==> config.mk <==
export PLATFORM = sky130hd
export DESIGN_NAME = xlat_tlb
export DESIGN_NICKNAME = d
export VERILOG_FILES = /design/src/rtl/tlb_pkg.sv /design/src/rtl/tlb_entry_store.sv /design/src/rtl/tlb_way_match.sv /design/src/rtl/tlb_victim_sel.sv /design/src/rtl/xlat_tlb.sv
export SDC_FILE = /design/constraint.sdc
export NUM_CORES = 1
export LEC_CHECK = 0
export ABC_AREA = 0
export ABC_CLOCK_PERIOD_IN_PS = 5950
export BUFFER_PORTS_ARGS = -buffer_cell sky130_fd_sc_hd__buf_2
export CAP_MARGIN = 20
export CORE_MARGIN = 5
export CORE_UTILIZATION = 56
export CTS_CLUSTER_DIAMETER = 120
export CTS_CLUSTER_SIZE = 30
export DETAILED_ROUTE_END_ITERATION = 16
export PLACE_DENSITY_LB_ADDON = 0.08
export SYNTH_ARGS = -nofsm -noshare
export SYNTH_HDL_FRONTEND = slang
export SYNTH_SLANG_ARGS = --single-unit
==> constraint.sdc <==
create_clock -name clk -period 5.95 [get_ports clk]
set_input_delay 0.8925 -clock clk [delete_from_list [all_inputs] [get_ports clk]]
set_output_delay 0.8925 -clock clk [all_outputs]
set_load 0.03 [all_outputs]
==> src/rtl/tlb_pkg.sv <==
package tlb_pkg;
  localparam int PERM_W  = 4;
  localparam int P_USER  = 3;
  localparam int P_READ  = 2;
  localparam int P_WRITE = 1;
  localparam int P_EXEC  = 0;

  // True when the stored permissions forbid the requested access
  function automatic logic access_denied(input logic [PERM_W-1:0] perm,
                                         input logic write,
                                         input logic fetch,
                                         input logic user);
    logic bad;
    bad = 1'b0;
    if (user && !perm[P_USER])              bad = 1'b1;
    if (write && !perm[P_WRITE])            bad = 1'b1;
    if (fetch && !perm[P_EXEC])             bad = 1'b1;
    if (!write && !fetch && !perm[P_READ])  bad = 1'b1;
    return bad;
  endfunction
endpackage

==> src/rtl/tlb_entry_store.sv <==
module tlb_entry_store
  import tlb_pkg::*;
#(
  parameter int SETS  = 4,
  parameter int WAYS  = 4,
  parameter int TAG_W = 18,
  parameter int PPN_W = 18,
  localparam int IDX_W = $clog2(SETS),
  localparam int WAY_W = (WAYS > 1) ? $clog2(WAYS) : 1
) (
  input  logic              clk,
  input  logic              rst_n,
  input  logic              flush,
  input  logic              wr_en,
  input  logic [IDX_W-1:0]  wr_idx,
  input  logic [WAY_W-1:0]  wr_way,
  input  logic [TAG_W-1:0]  wr_tag,
  input  logic [PPN_W-1:0]  wr_ppn,
  input  logic [PERM_W-1:0] wr_perm,
  input  logic [IDX_W-1:0]  lk_idx,
  output logic [WAYS-1:0]   lk_valid,
  output logic [TAG_W-1:0]  lk_tag  [WAYS],
  output logic [PPN_W-1:0]  lk_ppn  [WAYS],
  output logic [PERM_W-1:0] lk_perm [WAYS],
  input  logic [IDX_W-1:0]  fl_idx,
  output logic [WAYS-1:0]   fl_valid,
  output logic [TAG_W-1:0]  fl_tag  [WAYS]
);
  for (genvar w = 0; w < WAYS; w++) begin : g_way
    logic [SETS-1:0]   vld_q;
    logic [TAG_W-1:0]  tag_q  [SETS];
    logic [PPN_W-1:0]  ppn_q  [SETS];
    logic [PERM_W-1:0] perm_q [SETS];
    logic              sel;

    assign sel = wr_en && (wr_way == WAY_W'(w));

    always_ff @(posedge clk or negedge rst_n) begin
      if (!rst_n)     vld_q <= '0;
      else if (flush) vld_q <= '0;
      else if (sel)   vld_q[wr_idx] <= 1'b1;
    end

    always_ff @(posedge clk) begin
      if (sel) begin
        tag_q[wr_idx]  <= wr_tag;
        ppn_q[wr_idx]  <= wr_ppn;
        perm_q[wr_idx] <= wr_perm;
      end
    end

    assign lk_valid[w] = vld_q[lk_idx];
    assign lk_tag[w]   = tag_q[lk_idx];
    assign lk_ppn[w]   = ppn_q[lk_idx];
    assign lk_perm[w]  = perm_q[lk_idx];
    assign fl_valid[w] = vld_q[fl_idx];
    assign fl_tag[w]   = tag_q[fl_idx];
  end
endmodule

==> src/rtl/tlb_way_match.sv <==
module tlb_way_match
  import tlb_pkg::*;
#(
  parameter int WAYS  = 4,
  parameter int TAG_W = 18,
  parameter int PPN_W = 18
) (
  input  logic [WAYS-1:0]   lk_valid,
  input  logic [TAG_W-1:0]  lk_tag  [WAYS],
  input  logic [PPN_W-1:0]  lk_ppn  [WAYS],
  input  logic [PERM_W-1:0] lk_perm [WAYS],
  input  logic [TAG_W-1:0]  req_tag,
  output logic              hit,
  output logic [PPN_W-1:0]  ppn,
  output logic [PERM_W-1:0] perm
);
  // Fills never duplicate a tag within a set, so an OR mux suffices
  always_comb begin
    hit  = 1'b0;
    ppn  = '0;
    perm = '0;
    for (int w = 0; w < WAYS; w++) begin
      if (lk_valid[w] && (lk_tag[w] == req_tag)) begin
        hit  = 1'b1;
        ppn  = ppn | lk_ppn[w];
        perm = perm | lk_perm[w];
      end
    end
  end
endmodule

==> src/rtl/tlb_victim_sel.sv <==
module tlb_victim_sel #(
  parameter int SETS  = 4,
  parameter int WAYS  = 4,
  parameter int TAG_W = 18,
  localparam int IDX_W = $clog2(SETS),
  localparam int WAY_W = (WAYS > 1) ? $clog2(WAYS) : 1
) (
  input  logic             clk,
  input  logic             rst_n,
  input  logic             flush,
  input  logic             fill_en,
  input  logic [IDX_W-1:0] fill_idx,
  input  logic [TAG_W-1:0] fill_tag,
  input  logic [WAYS-1:0]  fl_valid,
  input  logic [TAG_W-1:0] fl_tag [WAYS],
  output logic [WAY_W-1:0] way
);
  localparam logic [WAY_W-1:0] LAST = WAY_W'(WAYS - 1);

  logic [WAY_W-1:0] ptr_q [SETS];
  logic             same_found, inv_found, use_ptr;
  logic [WAY_W-1:0] same_way, inv_way;

  always_comb begin
    same_found = 1'b0;
    inv_found  = 1'b0;
    same_way   = '0;
    inv_way    = '0;
    // Walk downward so the lowest-numbered way wins
    for (int w = WAYS - 1; w >= 0; w--) begin
      if (fl_valid[w] && (fl_tag[w] == fill_tag)) begin
        same_found = 1'b1;
        same_way   = WAY_W'(w);
      end
      if (!fl_valid[w]) begin
        inv_found = 1'b1;
        inv_way   = WAY_W'(w);
      end
    end
    use_ptr = !same_found && !inv_found;
    if (same_found)     way = same_way;
    else if (inv_found) way = inv_way;
    else                way = ptr_q[fill_idx];
  end

  always_ff @(posedge clk or negedge rst_n) begin
    if (!rst_n) begin
      for (int s = 0; s < SETS; s++) ptr_q[s] <= '0;
    end else if (flush) begin
      for (int s = 0; s < SETS; s++) ptr_q[s] <= '0;
    end else if (fill_en && use_ptr) begin
      ptr_q[fill_idx] <= (ptr_q[fill_idx] == LAST) ? '0 : ptr_q[fill_idx] + 1'b1;
    end
  end
endmodule

==> src/rtl/xlat_tlb.sv <==
module xlat_tlb
  import tlb_pkg::*;
#(
  parameter int VA_W   = 32,
  parameter int PA_W   = 30,
  parameter int PAGE_W = 12,
  parameter int SETS   = 4,
  parameter int WAYS   = 4,
  localparam int VPN_W = VA_W - PAGE_W,
  localparam int PPN_W = PA_W - PAGE_W,
  localparam int IDX_W = $clog2(SETS),
  localparam int TAG_W = VPN_W - IDX_W,
  localparam int WAY_W = (WAYS > 1) ? $clog2(WAYS) : 1
) (
  input  logic              clk,
  input  logic              rst_n,
  input  logic              flush,
  input  logic              req_valid,
  output logic              req_ready,
  input  logic [VA_W-1:0]   req_va,
  input  logic              req_write,
  input  logic              req_fetch,
  input  logic              req_user,
  output logic              rsp_valid,
  input  logic              rsp_ready,
  output logic              rsp_hit,
  output logic              rsp_miss,
  output logic              rsp_fault,
  output logic [PA_W-1:0]   rsp_pa,
  input  logic              fill_valid,
  output logic              fill_ready,
  input  logic [VPN_W-1:0]  fill_vpn,
  input  logic [PPN_W-1:0]  fill_ppn,
  input  logic [PERM_W-1:0] fill_perm
);
  logic [IDX_W-1:0]  lk_idx, fl_idx;
  logic [TAG_W-1:0]  req_tag, fl_tag_in;
  logic [WAYS-1:0]   lk_valid, fl_valid;
  logic [TAG_W-1:0]  lk_tag  [WAYS];
  logic [PPN_W-1:0]  lk_ppn  [WAYS];
  logic [PERM_W-1:0] lk_perm [WAYS];
  logic [TAG_W-1:0]  fl_tag  [WAYS];
  logic              fill_en, m_hit, denied;
  logic [PPN_W-1:0]  m_ppn;
  logic [PERM_W-1:0] m_perm;
  logic [WAY_W-1:0]  vict_way;

  assign lk_idx    = req_va[PAGE_W +: IDX_W];
  assign req_tag   = req_va[VA_W-1 -: TAG_W];
  assign fl_idx    = fill_vpn[IDX_W-1:0];
  assign fl_tag_in = fill_vpn[VPN_W-1 -: TAG_W];

  assign fill_ready = !flush;
  assign fill_en    = fill_valid && fill_ready;

  tlb_entry_store #(.SETS(SETS), .WAYS(WAYS), .TAG_W(TAG_W), .PPN_W(PPN_W)) u_store (
    .clk(clk), .rst_n(rst_n), .flush(flush),
    .wr_en(fill_en), .wr_idx(fl_idx), .wr_way(vict_way),
    .wr_tag(fl_tag_in), .wr_ppn(fill_ppn), .wr_perm(fill_perm),
    .lk_idx(lk_idx), .lk_valid(lk_valid), .lk_tag(lk_tag),
    .lk_ppn(lk_ppn), .lk_perm(lk_perm),
    .fl_idx(fl_idx), .fl_valid(fl_valid), .fl_tag(fl_tag)
  );

  tlb_way_match #(.WAYS(WAYS), .TAG_W(TAG_W), .PPN_W(PPN_W)) u_match (
    .lk_valid(lk_valid), .lk_tag(lk_tag), .lk_ppn(lk_ppn), .lk_perm(lk_perm),
    .req_tag(req_tag), .hit(m_hit), .ppn(m_ppn), .perm(m_perm)
  );

  tlb_victim_sel #(.SETS(SETS), .WAYS(WAYS), .TAG_W(TAG_W)) u_victim (
    .clk(clk), .rst_n(rst_n), .flush(flush), .fill_en(fill_en),
    .fill_idx(fl_idx), .fill_tag(fl_tag_in),
    .fl_valid(fl_valid), .fl_tag(fl_tag), .way(vict_way)
  );

  assign denied    = access_denied(m_perm, req_write, req_fetch, req_user);
  assign rsp_valid = req_valid;
  assign req_ready = rsp_ready;
  assign rsp_hit   = req_valid && m_hit && !denied;
  assign rsp_fault = req_valid && m_hit && denied;
  assign rsp_miss  = req_valid && !m_hit;
  assign rsp_pa    = rsp_hit ? {m_ppn, req_va[PAGE_W-1:0]} : '0;
endmodule

==> metrics.yaml, run 1 <==
status:
  status: "complete, no violations"
floorplan:
  die_area_um2: 57400
  core_area_um2: 52300
  die_y_um: 239
  die_x_um: 239
  num_rows: 84
  io_pins: 119
  initial_core_util_pct: 56.3
synthesis:
  avgSynthCellArea_um2: 19.0
  syn_area_um2: 29500
  synth-edff-count: 640
  yosysWarningCount: 0
  synth_cell_types: 64
  synth_flop_cell: "edfxtp_1"
  syn_nets: 1637
  ys_seq_elements: 664
  async_reset_ff_share_pct: 3.61
  yosysSeqAreaShare_pct: 67.2
  syn_inst: 1554
placement:
  place.port_buffers: 116
  placed_area_um2: 31200
  pre_cts_ws_ns: 0.537
  gpl.final_weighted_congestion: 0.923
  hpwl_mm: 48.3
timing:
  hold_viol_final: 0
  finalMaxSlewViolations: 0
  worstMarginPinSlew_ns: 0.916
  period_share_pct: 89.1
  clock.fmax_ghz: 0.189
  setup_viol: 0
  slew_headroom_pct: 38.9
  setup_ws_ns: 0.647
  fin_setup_tns_ns: 0
  rsz0062_at_grt: "false"
  fin_crit_ns: 5.30
  clock-skew-final_ns: 0.0317
grt:
  grt_pass1_wl_mm: 112
  grt_use_met3_pct: 2.94
  grt-ovfl-total: 0
  grt_pass1_vias: 16200
  track_usage_pct: 26.8
  gr-usage-met2_pct: 44.0
  top_usage_layer: "met2"
  antenna_found_initial: 1
  grt_max_degree: 45
  use_met1_pct: 38.1
critical_path:
  worstPathMaxFanout: 31
  cp-end-kind: "output port"
  cp_num_buf_inv: 5
  worstPathArrival_ns: 4.41
  cp-start-kind: "input port"
  crit_chain: "buf_8 -> buf_4 -> mux4_2 -> xor2_1 -> nor4_2 -> o211ai_1 -> nor4_2 -> buf_4 -> and2_1 -> nor4_2 -> nand2b_4 -> buf_12 -> a211oi_1 -> buf_2"
  crit_required_ns: 5.06
  path_delay_family: "buffers and inverters"
  crit_slowest_cell: "mux4_2"
  crit_top_cell: "nor4_2"
  worstSetupPathType: "input port to output port"
  critPathMaxStageDelay_ns: 0.51
clock_tree:
  root_buffer: "clkbuf_16"
  postCtsSetupBuffers: 0
  clock-sinks: 664
  clk_path_buf_depth: 3
  clk_pin_slew_ns: 0.13
  h-tree-depth: 1
  cts_tree: "done"
  cts_hold_buf: 0
  clock_latency_ns: 0.63
  cts_buffers: 26
  cts.repair.resized: 0
routing:
  drt-pass1-iter-count: 6
  viasPerCell: 6.68
  drt_wl_total_mm: 76.7
  drcViolationCount: 0
  drt_iter0_markers: 1673
  drtAntennaViolNets: 0
  vias: 15700
  wl_per_cell_um: 32.5
layout:
  fillers: 3773
  diodes: 0
  layout-drive-gt1-share_pct: 28.6
  layout.nets: 1745
  fin_area_um2: 32000
  post-route-util_pct: 61.1
  syn2layout_area_growth_pct: 8.42
job:
  maxCapViolCount: 0
power_and_ir_drop:
  powerDensity_nw_per_um2: 252
  leakage_uw: 0.0102
  ir_drop_uv: 278
min_path:
  min_path_type: "input port to async pin"
[cells in the final DEF, fill, tap and decap left out, types with 5 or more instances in the layout]
cell / count
a2111oi_0: 5
a21oi_1: 13
a221oi_1: 20
a22o_1: 16
a22oi_1: 11
buf_12: 25
buf_2: 112
buf_4: 45
clkbuf_1: 7
clkbuf_16: 26
dfrtp_1: 24
edfxtp_1: 640
inv_1: 26
mux2_2: 7
mux2i_1: 86
mux4_2: 199
nand2_1: 40
nand2b_1: 8
nand3_1: 8
nand4_1: 19
nand4b_1: 5
nor2_1: 14
nor2_4: 14
nor2b_1: 6
nor3_2: 27
nor4_1: 9
nor4_2: 5
o2111ai_1: 5
o211ai_1: 10
o21ai_0: 16
o22ai_1: 9
o2bb2ai_1: 14
xnor2_1: 79
xor2_1: 58
[cell usage after synthesis, types with 9 or more instances]
| master | count | area, um^2 |
|---|---|---|
| a21oi_1 | 13 | 65.1 |
| a221oi_1 | 20 | 175 |
| a22o_1 | 16 | 140 |
| a22oi_1 | 11 | 82.6 |
| buf_1 | 10 | 37.5 |
| buf_2 | 30 | 150 |
| buf_4 | 11 | 82.6 |
| buf_6 | 12 | 135 |
| clkbuf_1 | 32 | 120 |
| dfrtp_1 | 24 | 601 |
| edfxtp_1 | 640 | 19200 |
| inv_1 | 26 | 97.6 |
| mux2i_1 | 86 | 861 |
| mux4_2 | 199 | 4480 |
| nand2_1 | 40 | 150 |
| nand4_1 | 19 | 119 |
| nor2_1 | 28 | 105 |
| nor3_2 | 27 | 270 |
| nor4_1 | 9 | 56.3 |
| o211ai_1 | 10 | 75.1 |
| o21ai_0 | 16 | 80.1 |
| o22ai_1 | 9 | 56.3 |
| o2bb2ai_1 | 14 | 123 |
| xnor2_1 | 79 | 692 |
| xor2_1 | 58 | 508 |
[area by class of cell]
type / instances / area [um^2] / area share (%)
inverter: 30 / 113 / 0.352
multi-input combinational: 756 / 9010 / 28.2
timing repair buffer: 184 / 1430 / 4.47
tap: 688 / 861 / 2.69
clock inverter: 3 / 63.8 / 0.200
sequential: 664 / 19800 / 62.0
clock buffer: 33 / 677 / 2.12
[cells by family (layout without fill, tap and decap cells)]
group | count (synthesis) | after routing | share of synthesized area, %
DFF | 664 | 664 | 67.2
muxes | 293 | 293 | 18.4
and+or+nand+nor | 177 | 177 | 3.74
AOI/OAI and AO/OA | 149 | 149 | 3.89
xor gates and xnor gates | 137 | 137 | 4.07
buffers and inverters | 134 | 250 | 2.67
[state kept, by name (all words and copies together) (netlist names)]
name,cells
u_store.g_way.ppn_q,288
u_store.g_way.tag_q,288
u_store.g_way.perm_q,64
u_store.g_way.vld_q,16
u_victim.ptr_q,8
[path summary, 6_finish.rpt]
check	cells past startpoint	slack, ns	endpoint	startpoint
worst max-delay path	14	0.65	rsp_pa[29]	req_va[12]
worst min-delay path	1	0.24	u_store.g_way[1].vld_q[3]	rst_n
worst max register to register	10	1.71	u_store.g_way[1].tag_q[2][10]	u_store.g_way[3].tag_q[3][17]
worst min register to register	1	0.54	u_store.g_way[0].vld_q[3]	u_store.g_way[0].vld_q[3]
max in group asynchronous	1	5.33	u_victim.ptr_q[1]	rst_n
min in group clk	1	0.54	u_store.g_way[0].vld_q[3]	u_store.g_way[0].vld_q[3]
[metrics by stage]
| step | std cells | total power, uW | hold WS [ns] |
|---|---|---|---|
| final | 2358 | 8040 | 0.242 |
| after global routing | 2358 | 8310 | 0.270 |
| after CTS | 2358 | 8100 | 0.249 |
| after floorplan | 1554 | 5680 | 0.466 |
| after detailed placement | 2322 | 5950 | 0.499 |
| after global placement | 2322 | 5940 | 0.493 |
[layer usage]
metal / share of wire, % / vias up
li1: - / 6558
met1: 41 / 8387
met2: 49 / 652
met3: 5.5 / 146
met4: 4.7 / 0
met5: 0 / -
[power breakdown]
part / switching (uW) / internal, uW
registers: 10.3 / 5150
clock network: 1380 / 827
logic: 417 / 261
(Power assumes the default switching activity.)
==> run 2, diff against run 1 <==
Settings changed: PLACE_DENSITY_LB_ADDON 0.08 to 0.25.
==> run 2 against run 1 <==
Effect of this change:
- clock power hardly changed
- fmax down 4.8%
- non-clock buffer count is 9 higher
- worst setup slack worse by 0.27 ns
- hold slack improved by 0.0020 ns
- clock-buffer cell count increased by 1
- sequential power about the same
- core utilization is 0.38 points higher
- critical path type unchanged
==> metrics.yaml, run 2 (same netlist as run 1, synthesis figures left out) <==
critical_path:
  cp_num_buf_inv: 4  # was 5
  reg2reg_to: "u_store.g_way[1].ppn_q[2][16]"  # was u_store.g_way[1].tag_q[2][10]
  reg2reg_depth: 11  # was 10
  crit_chain: "buf_8 -> buf_12 -> mux2i_1 -> a221oi_1 -> o2111ai_1 -> nor4_1 -> nand4b_1 -> o21ai_0 -> nand4b_1 -> nand4_4 -> buf_12 -> nor3_2 -> buf_2"  # was buf_8 -> buf_4 -> mux4_2 -> xor2_1 -> nor4_2 -> o211ai_1 -> nor4_2 -> buf_4 -> and2_1 -> nor4_2 -> nand2b_4 -> buf_12 -> a211oi_1 -> buf_2
  cp-start-kind: "input port"  # unchanged
  critPathMaxStageDelay_ns: 0.61  # was 0.51 ns
  worstSetupPathType: "input port to output port"  # unchanged
  path_delay_family: "compound AO/OA/AOI/OAI gates"  # was buffers and inverters
  path_depth: 13  # was 14
  worstPathMaxFanout: 52  # was 31
  cp-end-kind: "output port"  # unchanged
  r2r_setup_slack_ns: 1.31  # was 1.71 ns
  worstPathArrival_ns: 4.68  # was 4.41 ns
  critical_path.endpoint: "rsp_pa[12]"  # was rsp_pa[29]
  critPathLaunch: "req_va[13]"  # was req_va[12]
  crit_required_ns: 5.06  # about the same
  r2r_start: "u_store.g_way[3].tag_q[3][10]"  # was u_store.g_way[3].tag_q[3][17]
  crit_slowest_cell: "a221oi_1"  # was mux4_2
grt:
  grt-ovfl-total: 0  # unchanged
  grt_pass1_vias: 16200  # about the same
  track_usage_pct: 26.5  # was 26.8%
  grt_max_degree: 53  # was 45
  grt_pass1_wl_mm: 111  # was 112 mm
  antenna_found_initial: 3  # was 1
routing:
  viasPerCell: 6.76  # was 6.68
  drt_wl_total_mm: 76.2  # was 76.7 mm
  drcViolationCount: 0  # unchanged
  drtAntennaViolNets: 0  # unchanged
  drt-pass1-iter-count: 5  # was 6
  vias: 16000  # was 15700
  wl_per_cell_um: 32.2  # was 32.5 um
  drt_iter0_markers: 2033  # was 1673
timing:
  setup_ws_ns: 0.379  # was 0.647 ns
  slew_headroom_pct: 19.8  # was 38.9%
  hold_viol_final: 0  # unchanged
  finalMaxSlewViolations: 0  # unchanged
  clock-skew-final_ns: 0.0394  # was 0.0317 ns
  whs_ns: 0.244  # was 0.242 ns
  period_share_pct: 93.6  # was 89.1%
  fin_crit_ns: 5.57  # was 5.30 ns
  rsz0062_at_grt: "false"  # unchanged
  fin_setup_tns_ns: 0  # unchanged
  setup_viol: 0  # unchanged
  worstMarginPinSlew_ns: 1.17  # was 0.916 ns
  clock.fmax_ghz: 0.179  # was 0.189 GHz
floorplan:
  num_rows: 84  # unchanged
  die_area_um2: 57400  # unchanged
  core_area_um2: 52300  # unchanged
  die_x_um: 239  # unchanged
  initial_core_util_pct: 56.3  # unchanged
  io_pins: 119  # unchanged
  die_y_um: 239  # unchanged
clock_tree:
  h-tree-depth: 1  # unchanged
  clock_latency_ns: 0.63  # about the same
  clk_pin_slew_ns: 0.13  # about the same
  clk_path_buf_depth: 3  # unchanged
  cts_tree: "done"  # unchanged
  clock-sinks: 664  # unchanged
  root_buffer: "clkbuf_16"  # unchanged
  cts_hold_buf: 0  # unchanged
  cts_buffers: 26  # unchanged
  postCtsSetupBuffers: 0  # unchanged
  cts.repair.resized: 0  # unchanged
layout:
  syn2layout_area_growth_pct: 9.09  # was 8.42%
  layout-drive-gt1-share_pct: 28.9  # was 28.6%
  mostFrequentLayoutCells: "edfxtp_1 (640), mux4_2 (199), buf_2 (112), mux2i_1 (86), xnor2_1 (79)"  # unchanged
  post-route-util_pct: 61.5  # was 61.1%
  fillers: 3701  # was 3773
  top_regs: "u_store.g_way.ppn_q x288, u_store.g_way.tag_q x288, u_store.g_way.perm_q x64"  # unchanged
  layout.nets: 1754  # was 1745
  final_common_cell: "edfxtp_1"  # unchanged
placement:
  gpl.final_weighted_congestion: 0.946  # was 0.923
  pre_cts_ws_ns: 0.363  # was 0.537 ns
  place.port_buffers: 116  # unchanged
  hpwl_mm: 50.1  # was 48.3 mm
power_and_ir_drop:
  report.power.total_uw: 8030  # was 8040 uW
  leakage_uw: 0.0103  # was 0.0102 uW
  powerDensity_nw_per_um2: 250  # was 252 nW/um^2
  ir_drop_uv: 272  # was 278 uV
min_path:
  min_path_type: "input port to async pin"  # unchanged
status:
  status: "complete, no violations"  # unchanged
job:
  maxCapViolCount: 0  # unchanged
run 2: worst register-to-register path, stage by stage, from the launching register on:
cell and delay, ns:
edfxtp_1 0.41, mux4_2 0.50, xnor2_1 0.51, nand4_1 0.23
a2111oi_0 0.72, buf_4 0.22, nand4_1 0.21, a21boi_1 0.28
o21ai_2 0.09, or3_1 0.60, nor2_4 0.33, buf_12 0.22
run 2: how the worst min path moves through the flow:
| stage | to | cells after the start | slack, ns | start |
|---|---|---|---|---|
| 3_5_place_dp | u_store.g_way[3].vld_q[0] | 1 | 0.50 | u_store.g_way[3].vld_q[0] |
| 4_1_cts | u_store.g_way[1].vld_q[0] | 1 | 0.24 | rst_n |
| 6_report | u_store.g_way[3].vld_q[3] | 1 | 0.24 | rst_n |
| 2_1_floorplan | u_store.g_way[2].vld_q[3] | 1 | 0.47 | u_store.g_way[2].vld_q[3] |
| 5_1_grt | u_store.g_way[3].vld_q[3] | 1 | 0.28 | rst_n |
| 3_3_place_gp | u_store.g_way[3].vld_q[0] | 1 | 0.50 | u_store.g_way[3].vld_q[0] |
run 2: metrics by stage:
step / cells / cell area, um^2
2_1_floorplan: 1554 / 29500
3_3_place_gp: 2331 / 31400
3_5_place_dp: 2331 / 31400
4_1_cts: 2367 / 32200
5_1_grt: 2369 / 32200
6_report: 2369 / 32200
run 2: cell type report:
class | count | area, um^2 | area share [%]
clock buffer | 34 | 681 | 2.12
sequential | 664 | 19800 | 61.6
multi-input combinational | 756 | 9010 | 28.0
tap | 688 | 861 | 2.68
clock inverter | 2 | 60.1 | 0.187
timing repair buffer | 193 | 1620 | 5.04
antenna | 2 | 5.00 | 0.0156
inverter | 30 | 113 | 0.350
run 2: metal layers:
metal	track usage, %	share of wire (%)	wire length (um)
met5	0	0	0
met1	36.9	39	29700
met2	44.7	50	38400
met3	2.88	6.7	5100
met4	8.44	3.9	2960
run 2: report_power, final:
part | total [uW] | leakage [uW] | switching [uW] | internal, uW
logic | 677 | 0.00382 | 414 | 263
clock network | 2200 | 0.000353 | 1370 | 829
registers | 5160 | 0.00610 | 11.6 | 5150
total | 8030 | 0.0103 | 1790 | 6240
==> run 3, diff against run 2 <==
==> constraint.sdc (replaced) <==
create_clock -name clk -period 5.95 [get_ports clk]
set_input_delay 1.19 -clock clk [delete_from_list [all_inputs] [get_ports clk]]
set_output_delay 1.19 -clock clk [all_outputs]
set_load 0.03 [all_outputs]
==> run 3 against run 2 <==
Effect of this change:
- sequential share of layout area is 1.2 points lower
- critical endpoint is now rsp_pa[11]
- critical path type unchanged
- via count is 1.8% higher
- clock skew is 0.0056 ns higher
- register-to-register slack better by 0.64 ns
==> metrics.yaml, run 3 (same netlist as run 1, synthesis figures left out) <==
grt:
  track_usage_pct: 27.0  # was 26.5%
  grt_pass1_vias: 16500  # was 16200
  grt_max_degree: 89  # was 53
  grt_pass1_wl_mm: 113  # was 111 mm
  antenna_found_initial: 6  # was 3
  grt-ovfl-total: 0  # unchanged
critical_path:
  crit_top_cell: "buf_4"
  critPathMaxStageDelay_ns: 0.66  # was 0.61 ns
  worstPathArrival_ns: 4.62  # was 4.68 ns
  crit_slowest_cell: "a2111oi_0"  # was a221oi_1
  crit_chain: "buf_8 -> buf_12 -> inv_1 -> o211ai_1 -> a2111oi_0 -> a21oi_1 -> nand4b_1 -> buf_4 -> o21ai_0 -> buf_4 -> nand4b_1 -> nand4_4 -> buf_12 -> buf_4 -> nor3_2 -> buf_2"  # was buf_8 -> buf_12 -> mux2i_1 -> a221oi_1 -> o2111ai_1 -> nor4_1 -> nand4b_1 -> o21ai_0 -> nand4b_1 -> nand4_4 -> buf_12 -> nor3_2 -> buf_2
  cp-end-kind: "output port"  # unchanged
  crit_required_ns: 4.76  # was 5.06 ns
  cp-start-kind: "input port"  # unchanged
  worstSetupPathType: "input port to output port"  # unchanged
  worstPathMaxFanout: 31  # was 52
floorplan:
  die_y_um: 239  # unchanged
  die_x_um: 239  # unchanged
  die_area_um2: 57400  # unchanged
  num_rows: 84  # unchanged
  io_pins: 119  # unchanged
  core_area_um2: 52300  # unchanged
  initial_core_util_pct: 56.3  # unchanged
timing:
  rsz0062_at_grt: "false"  # unchanged
  setup_ws_ns: 0.140  # was 0.379 ns
  slew_headroom_pct: 40.9  # was 19.8%
  whs_ns: 0.531  # was 0.244 ns
  finalMaxSlewViolations: 0  # unchanged
  hold_viol_final: 0  # unchanged
  fin_setup_tns_ns: 0  # unchanged
  period_share_pct: 97.6  # was 93.6%
  worstMarginPinSlew_ns: 0.886  # was 1.17 ns
  fin_crit_ns: 5.81  # was 5.57 ns
  clock-skew-final_ns: 0.0450  # was 0.0394 ns
  clock.fmax_ghz: 0.172  # was 0.179 GHz
  setup_viol: 0  # unchanged
routing:
  wl_per_cell_um: 31.7  # was 32.2 um
  vias: 16300  # was 16000
  drtAntennaViolNets: 0  # unchanged
  top_layer_used: "met4"  # unchanged
  m1WireLength_mm: 29.2  # was 29.7 mm
  drt-pass1-iter-count: 5  # unchanged
  wl_met2_mm: 38.7  # was 38.4 mm
  drcViolationCount: 0  # unchanged
  route.met3.wl_mm: 6.24  # was 5.10 mm
  viasPerCell: 6.69  # was 6.76
  drt_iter0_markers: 2120  # was 2033
  drt_wl_total_mm: 77.3  # was 76.2 mm
layout:
  layout-drive-gt1-share_pct: 31.6  # was 28.9%
  layout.nets: 1820  # was 1754
  final_common_cell: "edfxtp_1"  # unchanged
  instances_no_fill: 2440  # was 2369
  top_regs: "u_store.g_way.ppn_q x288, u_store.g_way.tag_q x288, u_store.g_way.perm_q x64"  # unchanged
  mostFrequentLayoutCells: "edfxtp_1 (640), mux4_2 (199), buf_2 (112), buf_4 (100), mux2i_1 (85)"  # was edfxtp_1 (640), mux4_2 (199), buf_2 (112), mux2i_1 (86), xnor2_1 (79)
  syn2layout_area_growth_pct: 11.2  # was 9.09%
power_and_ir_drop:
  ir_drop_uv: 258  # was 272 uV
  report.power.total_uw: 8080  # was 8030 uW
  powerDensity_nw_per_um2: 246  # was 250 nW/um^2
  leakage_uw: 0.0107  # was 0.0103 uW
clock_tree:
  cts_hold_buf: 0  # unchanged
  clk_pin_slew_ns: 0.12  # was 0.13 ns
  cts_buffers: 26  # unchanged
  clk_path_buf_depth: 3  # unchanged
  postCtsSetupBuffers: 0  # unchanged
  clock_latency_ns: 0.63  # about the same
  cts_tree: "done"  # unchanged
  root_buffer: "clkbuf_16"  # unchanged
  clock-sinks: 664  # unchanged
  h-tree-depth: 1  # unchanged
  cts.repair.resized: 0  # unchanged
placement:
  dp.cells: 2397  # was 2331
  pre_cts_ws_ns: 0.236  # was 0.363 ns
  place.port_buffers: 116  # unchanged
  hpwl_mm: 52.3  # was 50.1 mm
  gpl.final_weighted_congestion: 0.935  # was 0.946
status:
  status: "complete, no violations"  # unchanged
job:
  maxCapViolCount: 0  # unchanged
min_path:
  min_path_type: "register to register"  # was input port to async pin
[run 3: changes by cell type in the layout (fill, tap and decap cells not counted), sizes merged]
| cell | delta |
|---|---|
| buf | +66 |
| diode | +2 |
| clkbuf | +3 |
[run 3: final timing paths]
check                                                     to  depth (start not counted)                          start  slack, ns
worst max-delay path                              rsp_pa[11]                         16                     req_va[13]       0.14
worst min-delay path               u_store.g_way[0].vld_q[1]                          1      u_store.g_way[0].vld_q[1]       0.53
worst max register to register  u_store.g_way[0].ppn_q[1][2]                         12  u_store.g_way[1].tag_q[2][13]       1.95
worst min register to register     u_store.g_way[0].vld_q[1]                          1      u_store.g_way[0].vld_q[1]       0.53
max in group asynchronous          u_store.g_way[0].vld_q[2]                          1                          rst_n       5.03
min in group asynchronous          u_store.g_way[2].vld_q[1]                          1                          rst_n       0.54
[run 3: final cells by class]
cell class                 instances  area (um^2)
sequential                       664        19800
clock inverter                     2         33.8
timing repair buffer             259         2240
tap                              688          861
fill                            3621        19500
clock buffer                      37          713
multi-input combinational        756         9010
antenna                            4         10.0
inverter                          30          113
[run 3: per-stage QoR]
step	utilization (%)	area, um^2
final	62.7	32800
after global placement	61.2	32000
after detailed placement	61.2	32000
after floorplan	-	29500
after CTS	62.7	32800
after global routing	62.7	32800
[run 3: where the power goes]
group          switching (uW)  internal [uW]
logic                     418            281
clock network            1370            853
registers                11.0           5150
[run 3: layer usage]
metal  track usage, %  up-vias
met3             4.77      143
li1                 -     6723
met4             9.32        0
met2             44.5      846
met5                0        -
met1             37.0     8605
[run 3: critical path, delay by kind of cell]
| family | cells | cell delay [ns] |
|---|---|---|
| AO/OA/AOI/OAI | 4 | 1.21 |
| AND/OR/NAND/NOR | 4 | 0.62 |
| buffers and inverters | 8 | 1.57 |
